**config.mk**
```make
export PLATFORM = sky130hd
export DESIGN_NAME = hb_guard
export DESIGN_NICKNAME = d
export VERILOG_FILES = /design/src/rtl/hb_guard_pkg.sv /design/src/rtl/hb_delay_filter.sv /design/src/rtl/hb_sticky.sv /design/src/rtl/hb_leg_gate.sv /design/src/rtl/hb_guard.sv
export SDC_FILE = /design/constraint.sdc
export NUM_CORES = 1
export LEC_CHECK = 0
export BUFFER_PORTS_ARGS = -buffer_cell sky130_fd_sc_hd__buf_4
export CAP_MARGIN = 20
export CORE_MARGIN = 5
export CORE_UTILIZATION = 40
export DETAILED_ROUTE_END_ITERATION = 10
export MAX_ROUTING_LAYER = met4
export PLACE_DENSITY = 0.68
export SYNTH_ARGS = -nofsm -noshare
export SYNTH_HDL_FRONTEND = slang
export SYNTH_HIERARCHICAL = 1
export SYNTH_SLANG_ARGS = --single-unit
```
**constraint.sdc**
```tcl
create_clock -name clk -period 9.4 [get_ports clk]
set_input_delay 1.88 -clock clk [delete_from_list [all_inputs] [get_ports clk]]
set_output_delay 1.88 -clock clk [all_outputs]
set_load 0.02 [all_outputs]
```
**src/rtl/hb_guard_pkg.sv**
```systemverilog
package hb_guard_pkg;
  localparam int STAT_W = 16;
  localparam int ST_TP  = 0;
  localparam int ST_SW  = 1;   // switch 2b -> low of bridge b, 2b+1 -> high
  localparam int ST_SCD = 13;
  localparam int ST_OPL = 14;
  localparam int ST_PSF = 15;

  function automatic int cnt_w(input int lim);
    return (lim < 1) ? 1 : $clog2(lim + 1);
  endfunction
endpackage

```
**src/rtl/hb_delay_filter.sv**
```systemverilog
module hb_delay_filter #(
  parameter int DLY = 8
) (
  input  logic clk,
  input  logic rst_n,
  input  logic kill,
  input  logic raw,
  output logic det
);
  localparam int CW = hb_guard_pkg::cnt_w(DLY);
  localparam logic [CW-1:0] LIM = CW'(DLY);

  logic [CW-1:0] cnt_q, cnt_d;

  always_comb begin
    cnt_d = cnt_q;
    if (kill || !raw)      cnt_d = '0;
    else if (cnt_q != LIM) cnt_d = cnt_q + 1'b1;
  end

  always_ff @(posedge clk or negedge rst_n) begin
    if (!rst_n) cnt_q <= '0;
    else        cnt_q <= cnt_d;
  end

  assign det = raw && !kill && (cnt_q == LIM);

  // the run counter never passes its limit
  a_r5_count_bound: assert property (@(posedge clk) disable iff (!rst_n)
    cnt_q <= LIM);
  // an input that drops restarts the count
  a_r11_restart: assert property (@(posedge clk) disable iff (!rst_n)
    !raw |=> (cnt_q == '0));
endmodule

```
**src/rtl/hb_sticky.sv**
```systemverilog
module hb_sticky (
  input  logic clk,
  input  logic rst_n,
  input  logic kill,
  input  logic set,
  input  logic clr,
  output logic q
);
  logic q_d;

  always_comb begin
    q_d = q;
    if (clr) q_d = 1'b0;
    if (set) q_d = 1'b1;   // set wins over clear
    if (kill) q_d = 1'b0;
  end

  always_ff @(posedge clk or negedge rst_n) begin
    if (!rst_n) q <= 1'b0;
    else        q <= q_d;
  end

  // a pending set always lands
  a_r12_set_wins: assert property (@(posedge clk) disable iff (!rst_n)
    (set && !kill) |=> q);
endmodule

```
**src/rtl/hb_leg_gate.sv**
```systemverilog
module hb_leg_gate #(
  parameter int DEAD = 4
) (
  input  logic clk,
  input  logic rst_n,
  input  logic kill,
  input  logic want_lo,
  input  logic want_hi,
  output logic gate_lo,
  output logic gate_hi
);
  localparam int DW = hb_guard_pkg::cnt_w(DEAD);
  localparam logic [DW-1:0] LIM = DW'(DEAD);

  logic [DW-1:0] idle_q, idle_d;
  logic lo_q, hi_q, lo_d, hi_d;
  logic gap_ok;

  assign gap_ok = (idle_q == LIM);

  always_comb begin
    lo_d = !kill && want_lo && !want_hi && !hi_q && (lo_q || gap_ok);
    hi_d = !kill && want_hi && !want_lo && !lo_q && (hi_q || gap_ok);
    if (lo_q || hi_q)  idle_d = '0;
    else if (!gap_ok)  idle_d = idle_q + 1'b1;
    else               idle_d = idle_q;
  end

  always_ff @(posedge clk or negedge rst_n) begin
    if (!rst_n) begin
      lo_q   <= 1'b0;
      hi_q   <= 1'b0;
      idle_q <= LIM;
    end else begin
      lo_q   <= lo_d;
      hi_q   <= hi_d;
      idle_q <= idle_d;
    end
  end

  assign gate_lo = lo_q;
  assign gate_hi = hi_q;

  // no cross conduction
  a_r4_never_both: assert property (@(posedge clk) disable iff (!rst_n)
    !(lo_q && hi_q));
  // a rising gate was preceded by the other side being off
  a_r4_gap_lo: assert property (@(posedge clk) disable iff (!rst_n)
    $rose(lo_q) |-> !$past(hi_q));
  a_r4_gap_hi: assert property (@(posedge clk) disable iff (!rst_n)
    $rose(hi_q) |-> !$past(lo_q));
endmodule

```
**src/rtl/hb_guard.sv**
```systemverilog
module hb_guard #(
  parameter int N_BR     = 3,
  parameter int UV_DLY   = 250,
  parameter int OL_DLY   = 1000,
  parameter int OC_DLY   = 500,
  parameter int DEAD_CYC = 250
) (
  input  logic              clk,
  input  logic              rst_n,
  input  logic              inh_n,
  input  logic [N_BR-1:0]   cmd_lo,
  input  logic [N_BR-1:0]   cmd_hi,
  input  logic              oc_shut_en,
  input  logic              stat_clr,
  input  logic [2*N_BR-1:0] oc_flag,
  input  logic [2*N_BR-1:0] ol_flag,
  input  logic              uv_flag,
  input  logic              tw_flag,
  input  logic              ts_flag,
  output logic [N_BR-1:0]   gate_lo,
  output logic [N_BR-1:0]   gate_hi,
  output logic [15:0]       status
);
  import hb_guard_pkg::*;

  localparam int N_SW = 2 * N_BR;  // must not exceed 12 to fit the word

  // reset: asserted asynchronously, released on the clock
  logic rst_meta, rst_sync;
  always_ff @(posedge clk or negedge rst_n) begin
    if (!rst_n) begin
      rst_meta <= 1'b0;
      rst_sync <= 1'b0;
    end else begin
      rst_meta <= 1'b1;
      rst_sync <= rst_meta;
    end
  end

  logic kill;
  assign kill = !inh_n;

  logic [N_SW-1:0] sw_on, oc_det, ol_det, lock_q;
  logic uv_det, psf_q, scd_q, opl_q, therm_q, block_all;
  logic tp_q, tp_d;

  genvar gi;
  generate
    for (gi = 0; gi < N_SW; gi++) begin : g_sw
      hb_delay_filter #(.DLY(OC_DLY)) u_oc (
        .clk(clk), .rst_n(rst_sync), .kill(kill),
        .raw(oc_flag[gi]), .det(oc_det[gi]));
      hb_delay_filter #(.DLY(OL_DLY)) u_ol (
        .clk(clk), .rst_n(rst_sync), .kill(kill),
        .raw(ol_flag[gi] && sw_on[gi]), .det(ol_det[gi]));
      hb_sticky u_lock (
        .clk(clk), .rst_n(rst_sync), .kill(kill),
        .set(oc_det[gi] && oc_shut_en), .clr(stat_clr), .q(lock_q[gi]));

      // a locked switch stays dark
      a_r10_locked_off: assert property (@(posedge clk) disable iff (!rst_sync)
        lock_q[gi] |=> !sw_on[gi]);
    end

    for (gi = 0; gi < N_BR; gi++) begin : g_br
      logic want_lo, want_hi;
      assign want_lo = cmd_lo[gi] && !cmd_hi[gi] && !lock_q[2*gi]   && !block_all;
      assign want_hi = cmd_hi[gi] && !cmd_lo[gi] && !lock_q[2*gi+1] && !block_all;
      hb_leg_gate #(.DEAD(DEAD_CYC)) u_leg (
        .clk(clk), .rst_n(rst_sync), .kill(kill),
        .want_lo(want_lo), .want_hi(want_hi),
        .gate_lo(gate_lo[gi]), .gate_hi(gate_hi[gi]));
      assign sw_on[2*gi]   = gate_lo[gi];
      assign sw_on[2*gi+1] = gate_hi[gi];
    end
  endgenerate

  hb_delay_filter #(.DLY(UV_DLY)) u_uv (
    .clk(clk), .rst_n(rst_sync), .kill(kill), .raw(uv_flag), .det(uv_det));

  hb_sticky u_psf (.clk(clk), .rst_n(rst_sync), .kill(kill),
    .set(uv_det), .clr(stat_clr), .q(psf_q));
  hb_sticky u_scd (.clk(clk), .rst_n(rst_sync), .kill(kill),
    .set(|oc_det), .clr(stat_clr), .q(scd_q));
  hb_sticky u_opl (.clk(clk), .rst_n(rst_sync), .kill(kill),
    .set(|ol_det), .clr(stat_clr), .q(opl_q));
  hb_sticky u_thm (.clk(clk), .rst_n(rst_sync), .kill(kill),
    .set(ts_flag), .clr(stat_clr && !ts_flag), .q(therm_q));

  assign block_all = uv_det || therm_q || kill;

  assign tp_d = tw_flag && !kill;
  always_ff @(posedge clk or negedge rst_sync) begin
    if (!rst_sync) tp_q <= 1'b0;
    else           tp_q <= tp_d;
  end

  always_comb begin
    status = '0;
    status[ST_TP] = tp_q;
    for (int i = 0; i < N_SW; i++) status[ST_SW+i] = sw_on[i];
    status[ST_SCD] = scd_q;
    status[ST_OPL] = opl_q;
    status[ST_PSF] = psf_q;
  end

  // one cycle of inhibit empties the whole word
  a_r1_inhibit_quiet: assert property (@(posedge clk) disable iff (!rst_sync)
    !inh_n |=> (status == '0));
  // supply-fail holds until a status reset
  a_r6_psf_sticky: assert property (@(posedge clk) disable iff (!rst_sync)
    (status[ST_PSF] && !stat_clr && inh_n) |=> status[ST_PSF]);
  // thermal lock keeps every gate off
  a_r9_therm_dark: assert property (@(posedge clk) disable iff (!rst_sync)
    therm_q |=> (gate_lo == '0 && gate_hi == '0));
  // status reset never drops the prewarning bit
  a_r8_tp_immune: assert property (@(posedge clk) disable iff (!rst_sync)
    (stat_clr && tw_flag && inh_n) |=> status[ST_TP]);
endmodule

```
==> results.txt <==
Site Rows -> 55
Worst-path clk slew -> 60 ps
Slew of the pin with the lowest slew margin -> 967 ps
Layout cells sized above 1 -> 14.9%
Max incr delay on CP -> 450 ps
PostCTS Resize Cnt -> 0
Slowest stage cell, crit path -> or3b_4
RSZ-0062 raised after global routing -> no
M2 GR Usage -> 24.8%
Bufs on Longest Clock Path -> 2
Fin crit period -> 3370 ps
WL final -> 18.9 mm
#FFs+latches synth -> 165
Worst hold path type -> reg2async
Max Slew Vio Count -> 0
Yosys Warn Count -> 6
CP Launch Type -> primary input
Max Clock Freq -> 296 MHz
DIE AREA -> 0.0262 mm2
Most common cell after layout, fill and taps aside -> dfrtp_1
Gpl congestion -> 0.897
CTS HTree Levels -> 4
Final count of hold timing violations -> 0
Flop2flop setup slack -> 7080 ps
Leakage -> 3.95 nW
CP Capture Type -> register
Global routing's busiest layer -> met2
CP max FO -> 9
# Post-CTS Setup Buffers -> 0
Worst skew pair latency -> 420 ps
Fill cells -> 2136
First DRT Iteration DRCs -> 506
Seq/Total Area, Yosys -> 44.9%
Horiz. Die Dim -> 162 um
Initial core utilization -> 40.7%
Post-Synth Adder-Cell Area -> 4.33%
Met1 Track Usage GR -> 19.3%
Synth Area in Compound Gates -> 13.9%
Nets -> 1042
VDD IR max -> 0.000106 V
Largest net degree at the start of global routing -> 78
Area of the mapped netlist -> 0.00924 mm2
Status -> finished, final reports clean
Primary FF master, synth -> dfrtp_1
Drt wl/cell -> 14.7 um
Critical path required time -> 9750 ps
Grt ovf -> 0
Area delta synth->final -> 10.8%
Delay-heaviest family, CP -> simple AND/OR/NAND/NOR gates
Area of the core -> 0.0227 mm2
Post-CTS Hold Buffers -> 0
Residual DRC -> 0
Max Cap Viol -> 0
Initial antenna violation count -> 1
Post-detailed-placement half-perimeter wirelength -> 13.3 mm
Fin crit share -> 35.9%
Antenna-violating nets left -> 0
Vias in the first global route -> 6831
GRT met3 Usage -> 3.22%
Die height -> 162 um
Synthesized area per cell -> 9.71 um2
CP cell instances -> buf_4, inv_1, nand2b_1, nor3_1, or3b_4, nor4b_2, nor4b_1, o21a_1
TritonCTS clock tree -> yes
DR vias -> 7011
Post-synthesis xor/xnor area fraction -> 2.75%
Post-synth ARST share -> 100%
Multiplexer share of the synthesized area -> 1.02%
TNS Setup -> 0 ps
# setup viols final -> 0
Cells after synthesis -> 951
CTS sink count -> 165
Power Density -> 139 mW/mm2
Pre-antenna DRT Iters -> 5
First-pass GRT wire length -> 32.5 mm
Post-synth EDFFs -> 0
Gr usage total -> 15.3%
Worst hold margin -> 271 ps
I/O pin total -> 48
Relative slew slack -> 35.5%
Vias/cell -> 5.46
Buf/Inv on CP -> 2
Commonest non-fill, non-tap cells in the layout -> dfrtp_1, a21oi_1, inv_1, nand3_1
Clock Skew -> 10.6 ps
Largest family of logic cells by synthesized area -> simple AND/OR/NAND/NOR gates
PortBufs -> 41
Synth cell types -> 54
Root buffer cell -> clkbuf_16
Synth Area in Simple Gates -> 27.6%
TritonCTS Buffers -> 17
Power after layout -> 1.42 mW
WS Path Type -> in2reg
WP data arrival -> 3720 ps
==> final cells by class <==
cell class	instances	area (um2)	area share (%)
well taps	285	357	3.48
clock buffers	28	497	4.85
diodes	1	2.50	0.0244
inverters	64	240	2.35
clock inverters	4	47.5	0.464
multi-input cells	692	4610	45.0
flip-flops and latches	165	4160	40.6
repair buffers	44	330	3.23
==> Yosys cell counts (13+ instances only) <==
library cell / n / share of area (%)
o21ai_0: 60 / 3.3
buf_4: 19 / 1.5
nand2_1: 37 / 1.5
nand4_1: 30 / 2.0
nand2b_1: 23 / 1.6
nor2_1: 46 / 1.9
nand3_1: 62 / 3.4
dfrtp_1: 147 / 40
nor4_1: 24 / 1.6
xnor2_1: 15 / 1.4
inv_1: 64 / 2.6
ha_1: 32 / 4.3
nor2b_1: 13 / 0.88
o31ai_1: 18 / 1.5
dfstp_2: 18 / 5.1
o21a_1: 14 / 1.1
or3_1: 60 / 4.1
xor2_1: 14 / 1.3
a21oi_1: 78 / 4.2
==> per-stage QoR <==
stage / area [um2] / instances / utilization (%) / worst slack [ps]
floorplan: 9260 / 956 / - / 4490
global placement: 9690 / 1250 / 42.7 / 5710
detailed placement: 9690 / 1250 / 42.7 / 5600
CTS: 10200 / 1282 / 45.1 / 6040
global route: 10200 / 1283 / 45.1 / 5930
finish: 10200 / 1283 / 45.1 / 6030
==> flip-flops by register name, indices dropped and copies added (netlist names) <==
signal / cells
u_thm/q: 1
u_scd/q: 1
g_sw.u_oc/cnt_q: 54
g_sw.u_lock/q: 6
tp_q: 1
g_sw.u_ol/cnt_q: 60
rst_sync: 1
rst_meta: 1
g_br.u_leg/gate_hi: 3
u_psf/q: 1
g_br.u_leg/idle_q: 24
u_opl/q: 1
g_br.u_leg/gate_lo: 3
u_uv/cnt_q: 8
==> cell families after synthesis <==
logic type	after synthesis
simple gates	401
compound gates	214
flops	165
buf+inv	99
fa+ha+maj	32
xor+xnor	29
mux	9
other cells	2
==> power breakdown <==
part / switching (mW) / internal [mW]
logic: 0.0321 / 0.0171
registers: 0.00667 / 0.715
clock network: 0.265 / 0.386
total: 0.304 / 1.12
==> worst paths after layout <==
| kind | startpoint | depth (start not counted) | end |
|---|---|---|---|
| min in group clk | rst_meta | 0 | rst_sync |
| worst max register to register | u_uv/cnt_q[0] | 8 | g_br[2].u_leg/gate_lo |
| max in group asynchronous | rst_sync | 2 | g_sw[3].u_ol/cnt_q[8] |
| worst min-delay path | rst_sync | 0 | g_sw[5].u_ol/cnt_q[7] |
| worst max-delay path | inh_n | 8 | g_br[2].u_leg/gate_lo |
| worst min register to register | rst_sync | 0 | g_sw[5].u_ol/cnt_q[7] |
==> routing by layer <==
metal,share of wire [%],vias to the layer above
li1,-,3516
met1,47,3368
met2,49,114
met3,3.4,13
met4,1.3,0
met5,0,-
Note: power is estimated with default switching activity, not from simulation.
